`src/rtl/ahbdec_pkg.sv`:
```
package ahbdec_pkg;
  localparam logic [1:0] RESP_OKAY  = 2'b00;
  localparam logic [1:0] RESP_ERROR = 2'b01;

  typedef enum logic [1:0] {
    DS_IDLE     = 2'd0,
    DS_ERR_WAIT = 2'd1,
    DS_ERR_DONE = 2'd2
  } dsState_e;

  typedef struct packed {
    logic loadOkay;
    logic loadErrWait;
    logic loadErrDone;
  } rspStrobe_t;
endpackage

```
`src/rtl/ahbdec_datapath.sv`:
```
module ahbdec_datapath
  import ahbdec_pkg::*;
#(
  parameter int ADDR_W = 32,
  parameter int TAG_W = 4,
  parameter int NUM_SLV = 8,
  parameter logic [NUM_SLV*TAG_W-1:0] REGION_TAGS = '0,
  parameter logic [NUM_SLV-1:0] SPLIT_MASK = '0
) (
  input  logic               clk,
  input  logic               rstN,
  input  logic [ADDR_W-1:0]  haddr,
  input  logic               hmastlock,
  input  rspStrobe_t         strobe,
  output logic [NUM_SLV-1:0] selVec,
  output logic               dfltSel,
  output logic               readyOut,
  output logic [1:0]         resp
);
  localparam int TAG_LSB = ADDR_W - TAG_W;

  logic [TAG_W-1:0]   addrTag;
  logic [NUM_SLV-1:0] hitVec;
  logic [NUM_SLV-1:0] blockVec;

  assign addrTag = haddr[ADDR_W-1:TAG_LSB];

  // One narrow comparator per region; a lock blocks regions that may split.
  for (genvar i = 0; i < NUM_SLV; i++) begin : g_region
    assign hitVec[i]   = (addrTag == REGION_TAGS[i*TAG_W +: TAG_W]);
    assign blockVec[i] = hmastlock & SPLIT_MASK[i];
  end

  assign selVec  = hitVec & ~blockVec;
  assign dfltSel = ~|selVec;

  always_ff @(posedge clk or negedge rstN) begin
    if (!rstN) begin
      readyOut <= 1'b1;
      resp     <= RESP_OKAY;
    end else if (strobe.loadErrWait) begin
      readyOut <= 1'b0;
      resp     <= RESP_ERROR;
    end else if (strobe.loadErrDone) begin
      readyOut <= 1'b1;
      resp     <= RESP_ERROR;
    end else if (strobe.loadOkay) begin
      readyOut <= 1'b1;
      resp     <= RESP_OKAY;
    end
  end
endmodule

```
`src/rtl/ahbdec_control.sv`:
```
module ahbdec_control
  import ahbdec_pkg::*;
(
  input  logic       clk,
  input  logic       rstN,
  input  logic       hready,
  input  logic [1:0] htrans,
  input  logic       dfltSel,
  output rspStrobe_t strobe
);
  dsState_e state, stateNext;
  logic startErr;

  // An active transfer (NONSEQ/SEQ) taken by the fallback responder.
  assign startErr = hready & dfltSel & htrans[1];

  always_comb begin
    stateNext = state;
    strobe    = '0;
    unique case (state)
      DS_ERR_WAIT: begin
        stateNext          = DS_ERR_DONE;
        strobe.loadErrDone = 1'b1;
      end
      default: begin
        if (startErr) begin
          stateNext          = DS_ERR_WAIT;
          strobe.loadErrWait = 1'b1;
        end else begin
          stateNext       = DS_IDLE;
          strobe.loadOkay = 1'b1;
        end
      end
    endcase
  end

  always_ff @(posedge clk or negedge rstN) begin
    if (!rstN) state <= DS_IDLE;
    else       state <= stateNext;
  end
endmodule

```
`src/rtl/ahb_region_decoder.sv`:
```
module ahb_region_decoder
  import ahbdec_pkg::*;
#(
  parameter int ADDR_W = 32,
  parameter int TAG_W = 4,
  parameter int NUM_SLV = 8,
  parameter logic [NUM_SLV*TAG_W-1:0] REGION_TAGS =
    {4'hC, 4'hA, 4'h8, 4'h6, 4'h4, 4'h2, 4'h1, 4'h0},
  parameter logic [NUM_SLV-1:0] SPLIT_MASK = 8'b0010_0100
) (
  input  logic               clk,
  input  logic               rstN,
  input  logic [ADDR_W-1:0]  haddr,
  input  logic [1:0]         htrans,
  input  logic               hmastlock,
  input  logic               hready,
  output logic [NUM_SLV-1:0] selVec,
  output logic               dfltSel,
  output logic               dfltReadyOut,
  output logic [1:0]         dfltResp
);
  rspStrobe_t strobe;

  ahbdec_datapath #(
    .ADDR_W(ADDR_W), .TAG_W(TAG_W), .NUM_SLV(NUM_SLV),
    .REGION_TAGS(REGION_TAGS), .SPLIT_MASK(SPLIT_MASK)
  ) u_dp (
    .clk(clk), .rstN(rstN), .haddr(haddr), .hmastlock(hmastlock),
    .strobe(strobe), .selVec(selVec), .dfltSel(dfltSel),
    .readyOut(dfltReadyOut), .resp(dfltResp)
  );

  ahbdec_control u_ctl (
    .clk(clk), .rstN(rstN), .hready(hready), .htrans(htrans),
    .dfltSel(dfltSel), .strobe(strobe)
  );
endmodule

```
`config.mk`:
```
export PLATFORM = sky130hd
export DESIGN_NAME = ahb_region_decoder
export DESIGN_NICKNAME = d
export VERILOG_FILES = /design/src/rtl/ahbdec_pkg.sv /design/src/rtl/ahbdec_datapath.sv /design/src/rtl/ahbdec_control.sv /design/src/rtl/ahb_region_decoder.sv
export SDC_FILE = /design/constraint.sdc
export NUM_CORES = 1
export LEC_CHECK = 0
export BUFFER_PORTS_ARGS = -buffer_cell sky130_fd_sc_hd__buf_2
export CAP_MARGIN = 10
export CORE_AREA = 2 2 39 41
export CTS_CLUSTER_DIAMETER = 200
export CTS_CLUSTER_SIZE = 8
export DETAILED_ROUTE_END_ITERATION = 8
export DIE_AREA = 0 0 41 43
export GPL_ROUTABILITY_DRIVEN = 1
export PLACE_DENSITY = 0.75
export SKIP_CTS_REPAIR_TIMING = 1
export SLEW_MARGIN = 20
export SYNTH_ARGS = -nofsm -noshare
export SYNTH_HDL_FRONTEND = slang
export SYNTH_HIERARCHICAL = 1
export SYNTH_SLANG_ARGS = --single-unit
```
`constraint.sdc`:
```
create_clock -name clk -period 1.3 [get_ports clk]
set_clock_uncertainty 0.05 [all_clocks]
set_input_delay 0.26 -clock clk [delete_from_list [all_inputs] [get_ports clk]]
set_output_delay 0.26 -clock clk [all_outputs]
set_load 0.01 [all_outputs]
```
After elaboration in Yosys (flattened, before gate mapping)

Index checks and enable logic that the tools add are counted.

Equal/unequal tests: 8
Multiplexer cells: 12
Bitwise operators: 4
Reductions and logical operators: 4

Operators by type and width:

| operator                                             | count |
|---|---|
| equality test 4 bit (second input constant)          | 3 |
| 2-to-1 mux 2 bit                                     | 5 |
| AND 8 bit                                            | 1 |
| equality test 4 x 3 -> 1 bit (second input constant) | 2 |
| NOT 6 -> 8 bit                                       | 1 |
| OR reduction 8 bit                                   | 1 |
| 2-to-1 mux 1 bit                                     | 7 |
| equality test 4 x 1 -> 1 bit (second input constant) | 1 |
| equality test 4 x 2 -> 1 bit (second input constant) | 1 |
| logical NOT 4 bit                                    | 1 |
| nonzero test 3 bit                                   | 1 |
| AND 1 bit                                            | 2 |
| equality test 2 x 1 -> 1 bit (second input constant) | 1 |
| logical NOT 1 bit                                    | 1 |

Flip-flop bits (word level): 5
Input port bits: 38
Output and inout port bits: 12
Word-level logic and storage cells: 31

Logic depth before layout (Yosys ltp)

Gate-level depths: netlist of run 1.

Word-level depth: 11
Mapped depth: 8
Depth with buffers taken out: 7

Modules after synthesis

Netlist of run 1, hierarchy kept.

Modules (own cells, without submodules):

| module          | times used | cells an instance | area an instance (um^2) | sequential area each (um^2) |
|---|---|---|---|---|
| ahbdec_datapath | 1          | 28                | 203.9                   | 51.3 |
| ahbdec_control  | 1          | 6                 | 81.3                    | 50.0 |

Worst setup path after synthesis of run 1

No wires, ideal clock.

Path kind: in2reg
Start point: in haddr[30]
End point: reg u_dp.readyOut
Library setup time: 0.080 ns
Arrival time: 1.320 ns
Data required time: 1.170 ns
Setup slack: -0.151 ns
Cell stages on the path: 8
Buffers on the path: 1
Cells stage by stage: buf_6 > mux2_4 > nor2_2 > a21oi_1 > nand3_1 > nor2b_2 > nor3_1 > nor2_1

RTL lines:

| element              | RTL line                 | RTL |
|---|---|---|
| from (decl)          | ahb_region_decoder.sv:13 | `input logic [ADDR_W-1:0] haddr,` |
| to (signal assigned) | ahbdec_datapath.sv:39    | `readyOut <= 1'b1;` |
| to (signal assigned) | ahbdec_datapath.sv:42    | `readyOut <= 1'b0;` |
| to (signal assigned) | ahbdec_datapath.sv:45    | `readyOut <= 1'b1;` |
| to (decl)            | ahbdec_datapath.sv:17    | `output logic readyOut,` |

Worst setup path in the final report of run 1

Start point: in haddr[31]
End point: out selVec[3]

Longest elaborated chain between the ends: 2

RTL lines:

| element                      | RTL line                 | RTL |
|---|---|---|
| equality test 4 x 3 -> 1 bit | ahbdec_datapath.sv:30    | `assign hitVec[i] = (addrTag == REGION_TAGS[i*TAG_W +: TAG_W]);` |
| AND 8 bit                    | ahbdec_datapath.sv:34    | `assign selVec = hitVec & ~blockVec;` |
| to (decl)                    | ahb_region_decoder.sv:17 | `output logic [NUM_SLV-1:0] selVec,` |

Every way passes these cells.

==> results of run 1 <==
state kept, by name (all words and copies together), names as in the netlist:
| register | flops |
|---|---|
| u_dp/resp | 1 |
| u_dp/readyOut | 1 |
| u_ctl/state | 2 |
cell type report:
type,instances,area [um^2]
inverters,2,7.51
clock buffers,4,26.3
repair buffers,26,156
flip-flops and latches,4,101
multi-input cells,26,185
fillers,149,887
well taps,16,20.0
report_power, final:
group          switching [mW]  internal [mW]  total [mW]  leakage, nW
logic                  0.0594         0.0584       0.118        0.196
clock network          0.0533          0.115       0.169       0.0150
registers             0.00482          0.137       0.142       0.0503
layer usage:
metal | wire [um] | vias up | track usage, %
met1 | 298 | 149 | 9.58
met2 | 389 | 19 | 15.9
met5 | 0 | - | 0
li1 | - | 174 | -
met4 | 0 | 0 | 6.00
met3 | 72 | 0 | 2.09
worst paths after layout:
kind | end | depth (start not counted)
setup / recovery | selVec[3] | 5
max in group asynchronous | u_dp/readyOut$_DFFE_PN1P_ | 2
hold / removal | u_ctl/state[0]$_DFF_PN0_ | 3
hold reg to reg | u_ctl/state[1]$_DFF_PN0_ | 1
setup reg to reg | u_dp/resp[0]$_DFFE_PN0P_ | 4
min in group asynchronous | u_ctl/state[0]$_DFF_PN0_ | 2
critical path, stage by stage:
cell and delay (ns):
sky130_fd_sc_hd__buf_2 0.12, sky130_fd_sc_hd__nand2b_2 0.18, sky130_fd_sc_hd__buf_4 0.13, sky130_fd_sc_hd__nor3_1 0.11
sky130_fd_sc_hd__buf_2 0.15
cells by family after synthesis:
family,count (synthesis)
AOI/OAI and AO/OA,4
buffers and inverters,4
DFF,4
muxes,1
other,1
and+or+nand+nor,20
cell usage in the layout, fill, tap and decap left out, types with 2 or more instances in the layout:
cell type                  count
sky130_fd_sc_hd__clkbuf_4      3
sky130_fd_sc_hd__buf_4         6
sky130_fd_sc_hd__nor2_1        4
sky130_fd_sc_hd__nor4_1        2
sky130_fd_sc_hd__inv_1         2
sky130_fd_sc_hd__nor3_1        2
sky130_fd_sc_hd__dfrtp_1       3
sky130_fd_sc_hd__nor2b_4       2
sky130_fd_sc_hd__nand2_1       2
sky130_fd_sc_hd__buf_2        18
sky130_fd_sc_hd__nor2_2        2
==> impl_metrics.yaml, run 1 <==
setup_path:
  worst-r2r-setup-slack_ns: 0.30
  worstSetupEndpointType: "output port"
  cp_max_fo: 5
  cp_data_arrival_time_ns: 0.96
  cp_data_required_time_ns: 0.99
  critical_path.reg2reg.startpoint: "u_ctl/state[1]$_DFF_PN0_"
  timing_worst_setup_path_type: "primary input to output port"
  cp-start-kind: "primary input"
  crit_start: "haddr[31]"
final_layout:
  insertedDiodeCount: 0
  layout.cell_area.non_filler_um2: 497
  nets_final: 101
  areaGrowthSynthToFinish_pct: 74.1
  drive_above_1_share_pct: 62.9
  finalNonFillerCells: 78
  layout.core_utilization_pct: 35.9
logic_synthesis:
  yosys.area_share.xor_xnor_pct: 0
  ys.warnings.count: 6
  synthDistinctLibCells: 22
  yosysSeqAreaShare_pct: 35.5
  area_share_of_fa_ha_maj_cells_after_synthesis_pct: 0
  yosys_register_bits: 4
  synth_top_family_by_area: "simple AND/OR/NAND/NOR gates"
  synth_mux_area_share_pct: 5.26
  synth_flop_cell: "sky130_fd_sc_hd__dfrtp_1"
  synth_enable_flop_cells: 0
  netlist_top_cells_area: "sky130_fd_sc_hd__dfrtp_1, sky130_fd_sc_hd__dfstp_2, sky130_fd_sc_hd__nor2_1, sky130_fd_sc_hd__nor4_1, sky130_fd_sc_hd__nor3_1"
  synth_cells: 34
  syn_area_per_cell_um2: 8.39
  synth_top_area_cell: "sky130_fd_sc_hd__dfrtp_1"
  fraction_of_the_mapped_netlist_area_in_compound_gates_pct: 7.89
  synth_simple_gate_area_share_pct: 40.8
  synth_most_common_cell: "sky130_fd_sc_hd__nor2_1"
  synthArstFlopShare_pct: 100
  synth_area_um2: 285
  synth.cells.most_frequent: "sky130_fd_sc_hd__nor2_1, sky130_fd_sc_hd__dfrtp_1, sky130_fd_sc_hd__nor3_1, sky130_fd_sc_hd__nor4_1"
  netlist.area_leader.share_pct: 26.3
  mappedNetlistNets: 72
die:
  placementRows: 14
  floorplan.initialDensity_pct: 20.6
  core-area_um2: 1380
  die_width_um: 41
  die-area_um2: 1760
  ioPinCount: 50
  die_height_um: 43
place:
  dp_hpwl_um: 586
  routability_congestion: 0.701
  placedInstanceArea_um2: 435
  dp_cells: 73
  buffer_ports.inserted: 19
  placement.setup.worst_slack_ns: -0.106
timing:
  setup-violations-final: 0
  fin_ws_ns: 0.0325
  max_clock_freq_mhz: 789
  final_min_period_over_clock_period_pct: 97.5
  min_period_ns: 1.27
  setup-tns-final_ns: 0
  final_max_slew_viol_count: 0
  number_of_endpoints_with_negative_hold_slack_in_the_final_report: 0
  unrepaired_setup_endpoints_after_global_routing: "yes"
  holdWs_ns: 0.261
min_path:
  hold_path.class: "primary input to flip-flop"
  hp-start: "hready"
routing:
  drc: 0
  drt_pass1_iterations: 4
  post_drt_wl_per_cell_um: 9.74
  drt_iter0_markers: 2
  wirelength_um: 760
  vias: 342
  drt-vias-per-instance: 4.38
  ant_nets: 0
pwr:
  vdd_ir_drop_max_v: 0.000222
  finalPower_uw: 429
  power-per-cell-area_nw_per_um2: 863
  leakage_nw: 0.261
global_routing:
  globalRoute.totalOverflow: 0
  gr-usage-all-layers_pct: 9.42
  grt_first_pass_wirelength_um: 1150
  grt_max_degree: 9
  first_global_vias: 338
  antenna_found_initial: 0
clocking:
  cts_num_sinks: 4
  clock_tree.buffer_depth: 2
  path_clk_slew_ns: 0.04
  clockRootBuffer: "sky130_fd_sc_hd__clkbuf_4"
  clk_latency_ns: 0.24
  tritoncts.num_buffers: 3
  cts_tree: "built"
  htreeDepth: 1
job:
  cap_viol_max_count: 0
outcome:
  outcome: "finished clean"
Note: power is estimated with default switching activity, not from simulation.
==> run 2: changes to the inputs <==
- CORE_AREA: 2 2 39 41 -> default
- CORE_MARGIN: default -> 2
- CORE_UTILIZATION: default -> 22
- DIE_AREA: 0 0 41 43 -> default
- PLACE_DENSITY: 0.75 -> 0.79
- clock period: 1.3 -> 1.1 ns (I/O delays scaled with it)
==> impl_metrics.yaml, run 2 (synthesis results as in run 1) <==
final_layout:
  layout.cells.most_common: "sky130_fd_sc_hd__buf_2"
  drive_above_1_share_pct: 72.3
  largest_registers: "u_ctl/state: 2 flops, u_dp/readyOut: 1 flops, u_dp/resp: 1 flops"
  max_flop_register: "u_ctl/state"
  largest_register_ff_count: 2
  nets_final: 104
  final_cell_mix: "sky130_fd_sc_hd__buf_2, sky130_fd_sc_hd__buf_4, sky130_fd_sc_hd__buf_6"
  areaGrowthSynthToFinish_pct: 100
  insertedDiodeCount: 0
timing:
  final_min_period_over_clock_period_pct: 110
  setup-violations-final: 8
  number_of_endpoints_with_negative_hold_slack_in_the_final_report: 0
  holdWs_ns: 0.198
  min_period_ns: 1.21
  final_max_slew_viol_count: 0
  fin_ws_ns: -0.111
  unrepaired_setup_endpoints_after_global_routing: "yes"
  setup-tns-final_ns: -0.545
  max_clock_freq_mhz: 826
clocking:
  tritoncts.num_buffers: 3
  clock_tree.buffer_depth: 2
  htreeDepth: 1
  clk_latency_ns: 0.24
  clockRootBuffer: "sky130_fd_sc_hd__clkbuf_4"
  cts_num_sinks: 4
  cts_tree: "built"
  path_clk_slew_ns: 0.04
global_routing:
  antenna_found_initial: 0
  grt_max_degree: 7
  grt_first_pass_wirelength_um: 1140
  gr-usage-all-layers_pct: 11.3
  first_global_vias: 301
  globalRoute.totalOverflow: 0
setup_path:
  critPathTopFamily: "multiplexers"
  timing_worst_setup_path_type: "primary input to output port"
  cp_data_required_time_ns: 0.83
  timing.critical_path.cells: "buf_4 > mux2_4 > nor2_2 > a21oi_2 > buf_2"
  worstSetupEndpointType: "output port"
  slowest_delay_ns: 0.30
  cp-start-kind: "primary input"
  critical_path_buf_inv_count: 2
  cp_data_arrival_time_ns: 0.94
  cp_max_fo: 4
  worst_path_slowest_cell: "sky130_fd_sc_hd__mux2_4"
pwr:
  vdd_ir_drop_max_v: 0.000624
  finalPower_uw: 545
  leakage_nw: 0.294
  power-per-cell-area_nw_per_um2: 954
routing:
  drt_pass1_iterations: 4
  drc: 0
  drt-vias-per-instance: 4.52
  wirelength_um: 892
  post_drt_wl_per_cell_um: 11.3
  drt_iter0_markers: 10
  vias: 357
  ant_nets: 0
place:
  buffer_ports.inserted: 19
  routability_congestion: 0.786
  placement.setup.worst_slack_ns: -0.261
  dp_hpwl_um: 574
die:
  ioPinCount: 50
  floorplan.initialDensity_pct: 24.7
  die_width_um: 40.0
  die-area_um2: 1600
  placementRows: 12
  core-area_um2: 1160
  die_height_um: 40.0
outcome:
  outcome: "finished with violations"
  violations: "negative setup slack"
min_path:
  hold_path.class: "primary input to flip-flop"
job:
  cap_viol_max_count: 0
run 2: layout make-up:
class | count | area, um^2
fillers | 108 | 584
multi-input cells | 26 | 211
repair buffers | 29 | 208
flip-flops and latches | 4 | 101
clock buffers | 4 | 26.3
well taps | 14 | 17.5
inverters | 2 | 7.51
run 2: power breakdown:
group,switching [mW],leakage [nW],internal (mW)
combinational,0.0830,0.229,0.0926
clock,0.0648,0.0150,0.136
sequential,0.00639,0.0503,0.162
total,0.154,0.294,0.391
run 2: worst register-to-register path: cells and delay by family, from the launching register on:
kind	cells	cell delay, ns
flops	1	0.39
simple gates	3	0.37
compound gates	1	0.07
run 2: worst paths after layout:
kind                                     startpoint                   endpoint  slack [ns]  depth (start not counted)
max reg2reg                u_ctl/state[1]$_DFF_PN0_   u_dp/resp[0]$_DFFE_PN0P_        0.09                          4
max                                       haddr[30]                    dfltSel       -0.11                          5
min in group asynchronous                      rstN   u_ctl/state[0]$_DFF_PN0_        0.27                          2
min                                          hready   u_ctl/state[0]$_DFF_PN0_        0.20                          3
max in group asynchronous                      rstN  u_dp/readyOut$_DFFE_PN1P_        0.52                          2
min reg2reg                u_ctl/state[1]$_DFF_PN0_   u_ctl/state[1]$_DFF_PN0_        0.44                          1
run 2: layer usage:
| layer | part of all wire [%] | wire length [um] | global-route usage [%] |
|---|---|---|---|
| met1 | 42 | 375 | 12.6 |
| met3 | 8.2 | 73 | 5.56 |
| met5 | 0 | 0 | 0 |
| met2 | 50 | 443 | 16.5 |
| met4 | 0 | 0 | 7.76 |
run 2: per-stage QoR:
step	util (%)	std cells	instance area [um^2]
global route	49.5	79	572
finish	49.5	79	572
floorplan	-	34	294
detailed placement	38.1	72	440
CTS	40.4	76	467
global placement	38.1	72	440
